File: src/rtl/rng_pkg.sv
package rng_pkg;
    typedef enum logic [0:0] {
        CM_COUNT = 1'b0,
        CM_PUSH  = 1'b1
    } commit_state_e;
endpackage

File: src/rtl/rng_lfsr.sv
module rng_lfsr #(
    parameter int          W        = 32,
    parameter logic [W-1:0] TAP_MASK = 32'h8020_0003,
    parameter logic [W-1:0] SEED     = 32'h6D2B_79F5
) (
    input  logic         clk,
    input  logic         rst_n,
    input  logic         step,
    input  logic         ent,
    output logic [W-1:0] state_o
);
    logic [W-1:0] state_q;
    logic [W-1:0] shifted;
    logic         fb;

    always_comb begin
        fb      = (^(state_q & TAP_MASK)) ^ ent;
        shifted = {state_q[W-2:0], fb};
        // a zero state would lock the register: reseed instead
        if (shifted == '0) begin
            shifted = SEED;
        end
    end

    always_ff @(posedge clk or negedge rst_n) begin
        if (!rst_n) begin
            state_q <= SEED;
        end else if (step) begin
            state_q <= shifted;
        end
    end

    assign state_o = state_q;
endmodule

File: src/rtl/rng_commit_fsm.sv
module rng_commit_fsm
    import rng_pkg::*;
#(
    parameter int CNT_W = 6
) (
    input  logic             clk,
    input  logic             rst_n,
    input  logic             step,
    input  logic [CNT_W-1:0] limit,
    output logic             push_o
);
    commit_state_e    state_q, state_d;
    logic [CNT_W-1:0] cnt_q, cnt_d;
    logic [CNT_W:0]   limit_eff;
    logic [CNT_W:0]   cnt_inc;
    logic             hit;

    always_comb begin
        limit_eff = (limit == '0) ? (CNT_W+1)'(1) : {1'b0, limit};
        cnt_inc   = {1'b0, cnt_q} + (CNT_W+1)'(1);
        hit       = step && (cnt_inc >= limit_eff);
        cnt_d     = cnt_q;
        if (step) begin
            cnt_d = hit ? '0 : cnt_inc[CNT_W-1:0];
        end
        state_d = state_q;
        unique case (state_q)
            CM_COUNT: state_d = hit ? CM_PUSH : CM_COUNT;
            CM_PUSH:  state_d = hit ? CM_PUSH : CM_COUNT;
            default:  state_d = CM_COUNT;
        endcase
    end

    always_ff @(posedge clk or negedge rst_n) begin
        if (!rst_n) begin
            state_q <= CM_COUNT;
            cnt_q   <= '0;
        end else begin
            state_q <= state_d;
            cnt_q   <= cnt_d;
        end
    end

    always_comb begin
        unique case (state_q)
            CM_COUNT: push_o = 1'b0;
            CM_PUSH:  push_o = 1'b1;
            default:  push_o = 1'b0;
        endcase
    end
endmodule

File: src/rtl/rng_slot_ring.sv
module rng_slot_ring #(
    parameter int W     = 32,
    parameter int DEPTH = 4
) (
    input  logic             clk,
    input  logic             rst_n,
    input  logic             wr_en,
    input  logic [W-1:0]     wr_data,
    input  logic             rd_req,
    output logic             rd_valid,
    output logic [W-1:0]     rd_data,
    output logic             empty,
    output logic [DEPTH-1:0] fresh_o
);
    localparam int PTR_W = $clog2(DEPTH);

    logic [W-1:0]     mem [DEPTH];
    logic [DEPTH-1:0] fresh_q, fresh_d;
    logic [PTR_W-1:0] wr_ptr_q;
    logic [PTR_W-1:0] sel_idx;
    logic             sel_hit;
    logic             take;

    // oldest fresh slot: search forward from the write pointer
    always_comb begin
        logic [PTR_W-1:0] cand;
        sel_hit = 1'b0;
        sel_idx = '0;
        cand    = '0;
        for (int k = 0; k < DEPTH; k++) begin
            cand = wr_ptr_q + PTR_W'(k);
            if (!sel_hit && fresh_q[cand]) begin
                sel_hit = 1'b1;
                sel_idx = cand;
            end
        end
        take    = rd_req && sel_hit;
        fresh_d = fresh_q;
        if (take) begin
            fresh_d[sel_idx] = 1'b0;
        end
        if (wr_en) begin
            fresh_d[wr_ptr_q] = 1'b1;
        end
    end

    always_ff @(posedge clk or negedge rst_n) begin
        if (!rst_n) begin
            fresh_q  <= '0;
            wr_ptr_q <= '0;
            rd_valid <= 1'b0;
            rd_data  <= '0;
        end else begin
            fresh_q  <= fresh_d;
            rd_valid <= take;
            rd_data  <= take ? mem[sel_idx] : '0;
            if (wr_en) begin
                wr_ptr_q <= wr_ptr_q + PTR_W'(1);
            end
        end
    end

    always_ff @(posedge clk) begin
        if (wr_en) begin
            mem[wr_ptr_q] <= wr_data;
        end
    end

    assign empty   = ~|fresh_q;
    assign fresh_o = fresh_q;
endmodule

File: src/rtl/entropy_ring_rng.sv
module entropy_ring_rng #(
    parameter int W     = 32,
    parameter int DEPTH = 4,
    parameter int CNT_W = 6,
    parameter int SRC_N = 3
) (
    input  logic             clk,
    input  logic             rst_n,
    input  logic [SRC_N-1:0] step_src,
    input  logic             entropy_bit,
    input  logic [CNT_W-1:0] commit_len,
    input  logic             rd_req,
    output logic             rd_valid,
    output logic [W-1:0]     rd_data,
    output logic             empty
);
    logic             step_en;
    logic             push;
    logic [W-1:0]     lfsr_q;
    logic [DEPTH-1:0] fresh_q;

    assign step_en = ^step_src;

    rng_lfsr #(.W(W)) u_lfsr (
        .clk     (clk),
        .rst_n   (rst_n),
        .step    (step_en),
        .ent     (entropy_bit),
        .state_o (lfsr_q)
    );

    rng_commit_fsm #(.CNT_W(CNT_W)) u_commit (
        .clk    (clk),
        .rst_n  (rst_n),
        .step   (step_en),
        .limit  (commit_len),
        .push_o (push)
    );

    rng_slot_ring #(.W(W), .DEPTH(DEPTH)) u_ring (
        .clk      (clk),
        .rst_n    (rst_n),
        .wr_en    (push),
        .wr_data  (lfsr_q),
        .rd_req   (rd_req),
        .rd_valid (rd_valid),
        .rd_data  (rd_data),
        .empty    (empty),
        .fresh_o  (fresh_q)
    );
endmodule

File: config.mk
export PLATFORM = sky130hd
export DESIGN_NAME = entropy_ring_rng
export DESIGN_NICKNAME = d
export VERILOG_FILES = /design/src/rtl/rng_pkg.sv /design/src/rtl/rng_lfsr.sv /design/src/rtl/rng_commit_fsm.sv /design/src/rtl/rng_slot_ring.sv /design/src/rtl/entropy_ring_rng.sv
export SDC_FILE = /design/constraint.sdc
export NUM_CORES = 1
export LEC_CHECK = 0
export BUFFER_PORTS_ARGS = -buffer_cell sky130_fd_sc_hd__buf_2
export CORE_MARGIN = 8
export CORE_UTILIZATION = 40
export DETAILED_ROUTE_END_ITERATION = 16
export PLACE_DENSITY = 0.55
export SLEW_MARGIN = 5
export SYNTH_ARGS = -nofsm -noshare
export SYNTH_HDL_FRONTEND = slang
export SYNTH_SLANG_ARGS = --single-unit
File: constraint.sdc
create_clock -name clk -period 6.2 [get_ports clk]
set_input_delay 0.62 -clock clk [delete_from_list [all_inputs] [get_ports clk]]
set_output_delay 0.62 -clock clk [all_outputs]
set_load 0.02 [all_outputs]
==> impl_metrics.ini <==
[synthesis]
synth_top_area_share_pct = 46.7
asyncSetResetFlopFracSynth_pct = 37.9
post_synth_most_frequent_cells = sky130_fd_sc_hd__edfxtp_1, sky130_fd_sc_hd__mux2i_1, sky130_fd_sc_hd__dfrtp_1
total_of_warnings_raised_by_yosys = 0
synth.net_count = 539
synth.ff_latch_count = 206
ys.flop_type = sky130_fd_sc_hd__edfxtp_1
synth_edf_count = 128
synth.avg_cell_area_um2 = 16.0
yosysTopAreaCell = sky130_fd_sc_hd__edfxtp_1
synth.distinct_cells = 45
synth.yosys.seq_area_share_pct = 70.7
synth.cell_area_mm2 = 0.00823
synth_top_cells_by_area = sky130_fd_sc_hd__edfxtp_1, sky130_fd_sc_hd__dfrtp_1, sky130_fd_sc_hd__mux2i_1, sky130_fd_sc_hd__dfstp_2, sky130_fd_sc_hd__o22ai_2
syn_inst = 515
synthMostInstantiatedCell = sky130_fd_sc_hd__edfxtp_1

[floorplanning]
placeable_core_area_mm2 = 0.0202
die-width_um = 159
die_area_mm2 = 0.0254
initial_util_pct = 40.7
placementRows = 52
pin_count = 47
chipHeight_um = 159

[job]
max_cap_check_violation_count = 0

[finish]
final_cells = 851
nNetsFinal = 590
area_occupied_by_multi_input_gates_mm2 = 0.00223
layout.area.seq_mm2 = 0.00582
final_layout_size_suffix_gt1_share_pct = 25.8
flow.area_growth_from_synthesis_pct = 13.9
filler_cell_count = 1773
final_design_area_no_fill_mm2 = 0.00938
antenna-diode-count = 0

[clocking]
cts_tree = built
clock-sinks = 206
cts.hold.buffers_added = 0
cts_buffer_depth = 3
post-cts-setup-buffer-count = 0
cts.clk_slew.worst_paths_ns = 0.06
numCtsBuffers = 21
h-tree-depth = 1
clk_latency_ns = 0.50
clk_tree_root_cell = sky130_fd_sc_hd__clkbuf_16
cts_resized = 0

[routing]
detail-route-antenna-nets = 0
first_pass_iters = 4
detail_route.drc_violations = 0
routedWlPerCell_um = 18.7
detail_route.vias_per_cell = 5.13
total_wirelength_of_the_detailed_routed_design_um = 15900
vias = 4363
first_iter_violations = 197

[run_status]
status = finished clean

[pwr]
pwr-share-seq_pct = 42.4
power_density_mw_per_mm2 = 555
p_int_uw = 3390
power.clock.fraction_pct = 22.3
p_switching_uw = 1810
vdd_ir_drop_max_uv = 254
power_leakage_uw = 0.00388
gate_power_share_pct = 35.3
power.switching_fraction_pct = 34.8

[critical_path]
critical_path.n_buffers_inverters = 2
path_max_fanout = 67
critical_path.startpoint_type = flip-flop
worst-r2r-setup-slack_ns = 2.65
timing.critical_path.to_type = flip-flop
worst-endpoint-arrival_ns = 3.89
criticalPathCategory = flip-flop to flip-flop
path_cells = inv_1 -> ha_1 -> mux4_2 -> nor2b_2 -> o211ai_4 -> buf_4 -> mux2i_1 -> o22ai_2
timing.reg2reg.worst_path_depth = 8
worst_path_slowest_cell = sky130_fd_sc_hd__buf_4
cpLargestDelayFamily = buffers and inverters
critical_path.reg2reg.startpoint = u_ring.wr_ptr_q[0]
r2r_end = u_ring.rd_data[29]
critical_path_cell_count = 8
cp_slowest_stage_delay_ns = 0.91
critPathRequiredTime_ns = 6.54

[timing]
final.period_utilization_pct = 57.2
final_max_slew_viol_count = 0
tightestPinTransition_ns = 1.19
hold_viol = 0
fmax_mhz = 282
finalWorstPathRequiredPeriod_ns = 3.55
rsz0062_at_grt = false
report.final.setup_viol = 0
skew_ns = 0.0226
max-slew-margin-rel_pct = 20.5
setup_tns_ns = 0

[place]
place_hpwl_um = 8610
placement.io_buffers = 46
rd_place_congestion = 0.697
placed_cells = 813
dpl-instance-area_mm2 = 0.00874

[grt]
grt_pass1_vias = 4614
grt_first_pass_wirelength_um = 25500
globalRouteOverflowTotal = 0
grt_start_max_net_pins = 68
antenna_found_initial = 0
globalRouteTotalUtil_pct = 12.6

[min_path]
worstHoldPathType = primary input to async pin
cell type report:
class	count	share of cell area, %
clock inverter	6	0.387
sequential	206	62.1
multi-input combinational	269	23.8
clock buffer	32	6.36
inverter	12	0.480
timing repair buffer	56	3.28
tap	270	3.60
layout by cell type (no fill, tap or decap), types with 5 or more instances in the layout:
cell                        synthesis  layout
sky130_fd_sc_hd__a21o_1             5       5
sky130_fd_sc_hd__a21oi_1            6       6
sky130_fd_sc_hd__buf_2             11      45
sky130_fd_sc_hd__buf_4              3      11
sky130_fd_sc_hd__clkbuf_1           8       8
sky130_fd_sc_hd__clkbuf_16          0      21
sky130_fd_sc_hd__dfrtp_1           58      58
sky130_fd_sc_hd__dfstp_2           20      20
sky130_fd_sc_hd__edfxtp_1         128     128
sky130_fd_sc_hd__ha_1              11      11
sky130_fd_sc_hd__inv_1             12      12
sky130_fd_sc_hd__mux2i_1           66      66
sky130_fd_sc_hd__nand2_1           46      45
sky130_fd_sc_hd__nor2_1            11      11
sky130_fd_sc_hd__nor3_1             5       5
sky130_fd_sc_hd__nor4_1             8       8
sky130_fd_sc_hd__o21ai_0            7       7
sky130_fd_sc_hd__o22a_1            19      19
sky130_fd_sc_hd__o22ai_2           30      30
sky130_fd_sc_hd__xnor2_1            7       6
worst max-delay path by stage:
| stage | from | end | slack [ns] |
|---|---|---|---|
| 2_1_floorplan | u_ring.wr_ptr_q[0] | u_ring.rd_data[10] | 3.19 |
| 3_3_place_gp | u_ring.wr_ptr_q[0] | u_ring.rd_data[6] | 2.76 |
| 3_5_place_dp | u_ring.wr_ptr_q[0] | u_ring.rd_data[29] | 2.60 |
| 4_1_cts | u_ring.wr_ptr_q[0] | u_ring.fresh_o[2] | 2.60 |
| 5_1_grt | u_ring.wr_ptr_q[0] | u_ring.fresh_o[2] | 2.32 |
| 6_report | u_ring.wr_ptr_q[0] | u_ring.rd_data[29] | 2.65 |
layer usage:
layer | vias to the layer above | part of all wire, % | global-route usage (%)
met1 | 2197 | 46 | 16.4
met2 | 98 | 48 | 20.9
met5 | - | 0 | 0
met4 | 0 | 1.9 | 3.95
met3 | 24 | 4.5 | 2.17
li1 | 2044 | - | -
cell families after synthesis:
kind of cell / Yosys count / synth area share, %
DFF: 206 / 70.7
and+or+nand+nor: 91 / 5.15
AOI/OAI and AO/OA: 84 / 9.44
muxes: 71 / 9.26
buffers and inverters: 40 / 2.49
xor gates and xnor gates: 12 / 1.28
adders and majority gates: 11 / 1.67
power groups by stage:
stage	combinational [uW]	sequential, uW	clock (uW)
2_1_floorplan	1490	2180	0
3_3_place_gp	1830	2220	0
3_5_place_dp	1880	2240	0
4_1_cts	1880	2210	1190
5_1_grt	2010	2260	1250
6_report	1840	2210	1160
metrics by stage:
step	util, %	hold WS, ns	total power, uW	setup WS, ns
6_report	46.3	0.0373	5200	2.65
5_1_grt	46.3	0.0528	5520	2.32
4_1_cts	46.3	0.0402	5290	2.60
3_5_place_dp	43.2	0.519	4120	2.60
3_3_place_gp	43.2	0.510	4050	2.76
2_1_floorplan	-	0.324	3670	3.19
state kept, by name, summed over array words and instances (netlist names):
signal	cells
u_lfsr.state_o	32
u_ring.rd_data	32
u_ring.rd_valid	1
u_ring.wr_ptr_q	2
u_commit.cnt_q	6
u_commit.state_q	1
u_ring.fresh_o	4
u_ring.mem	128
No activity file was read; power rests on OpenSTA's default activity.
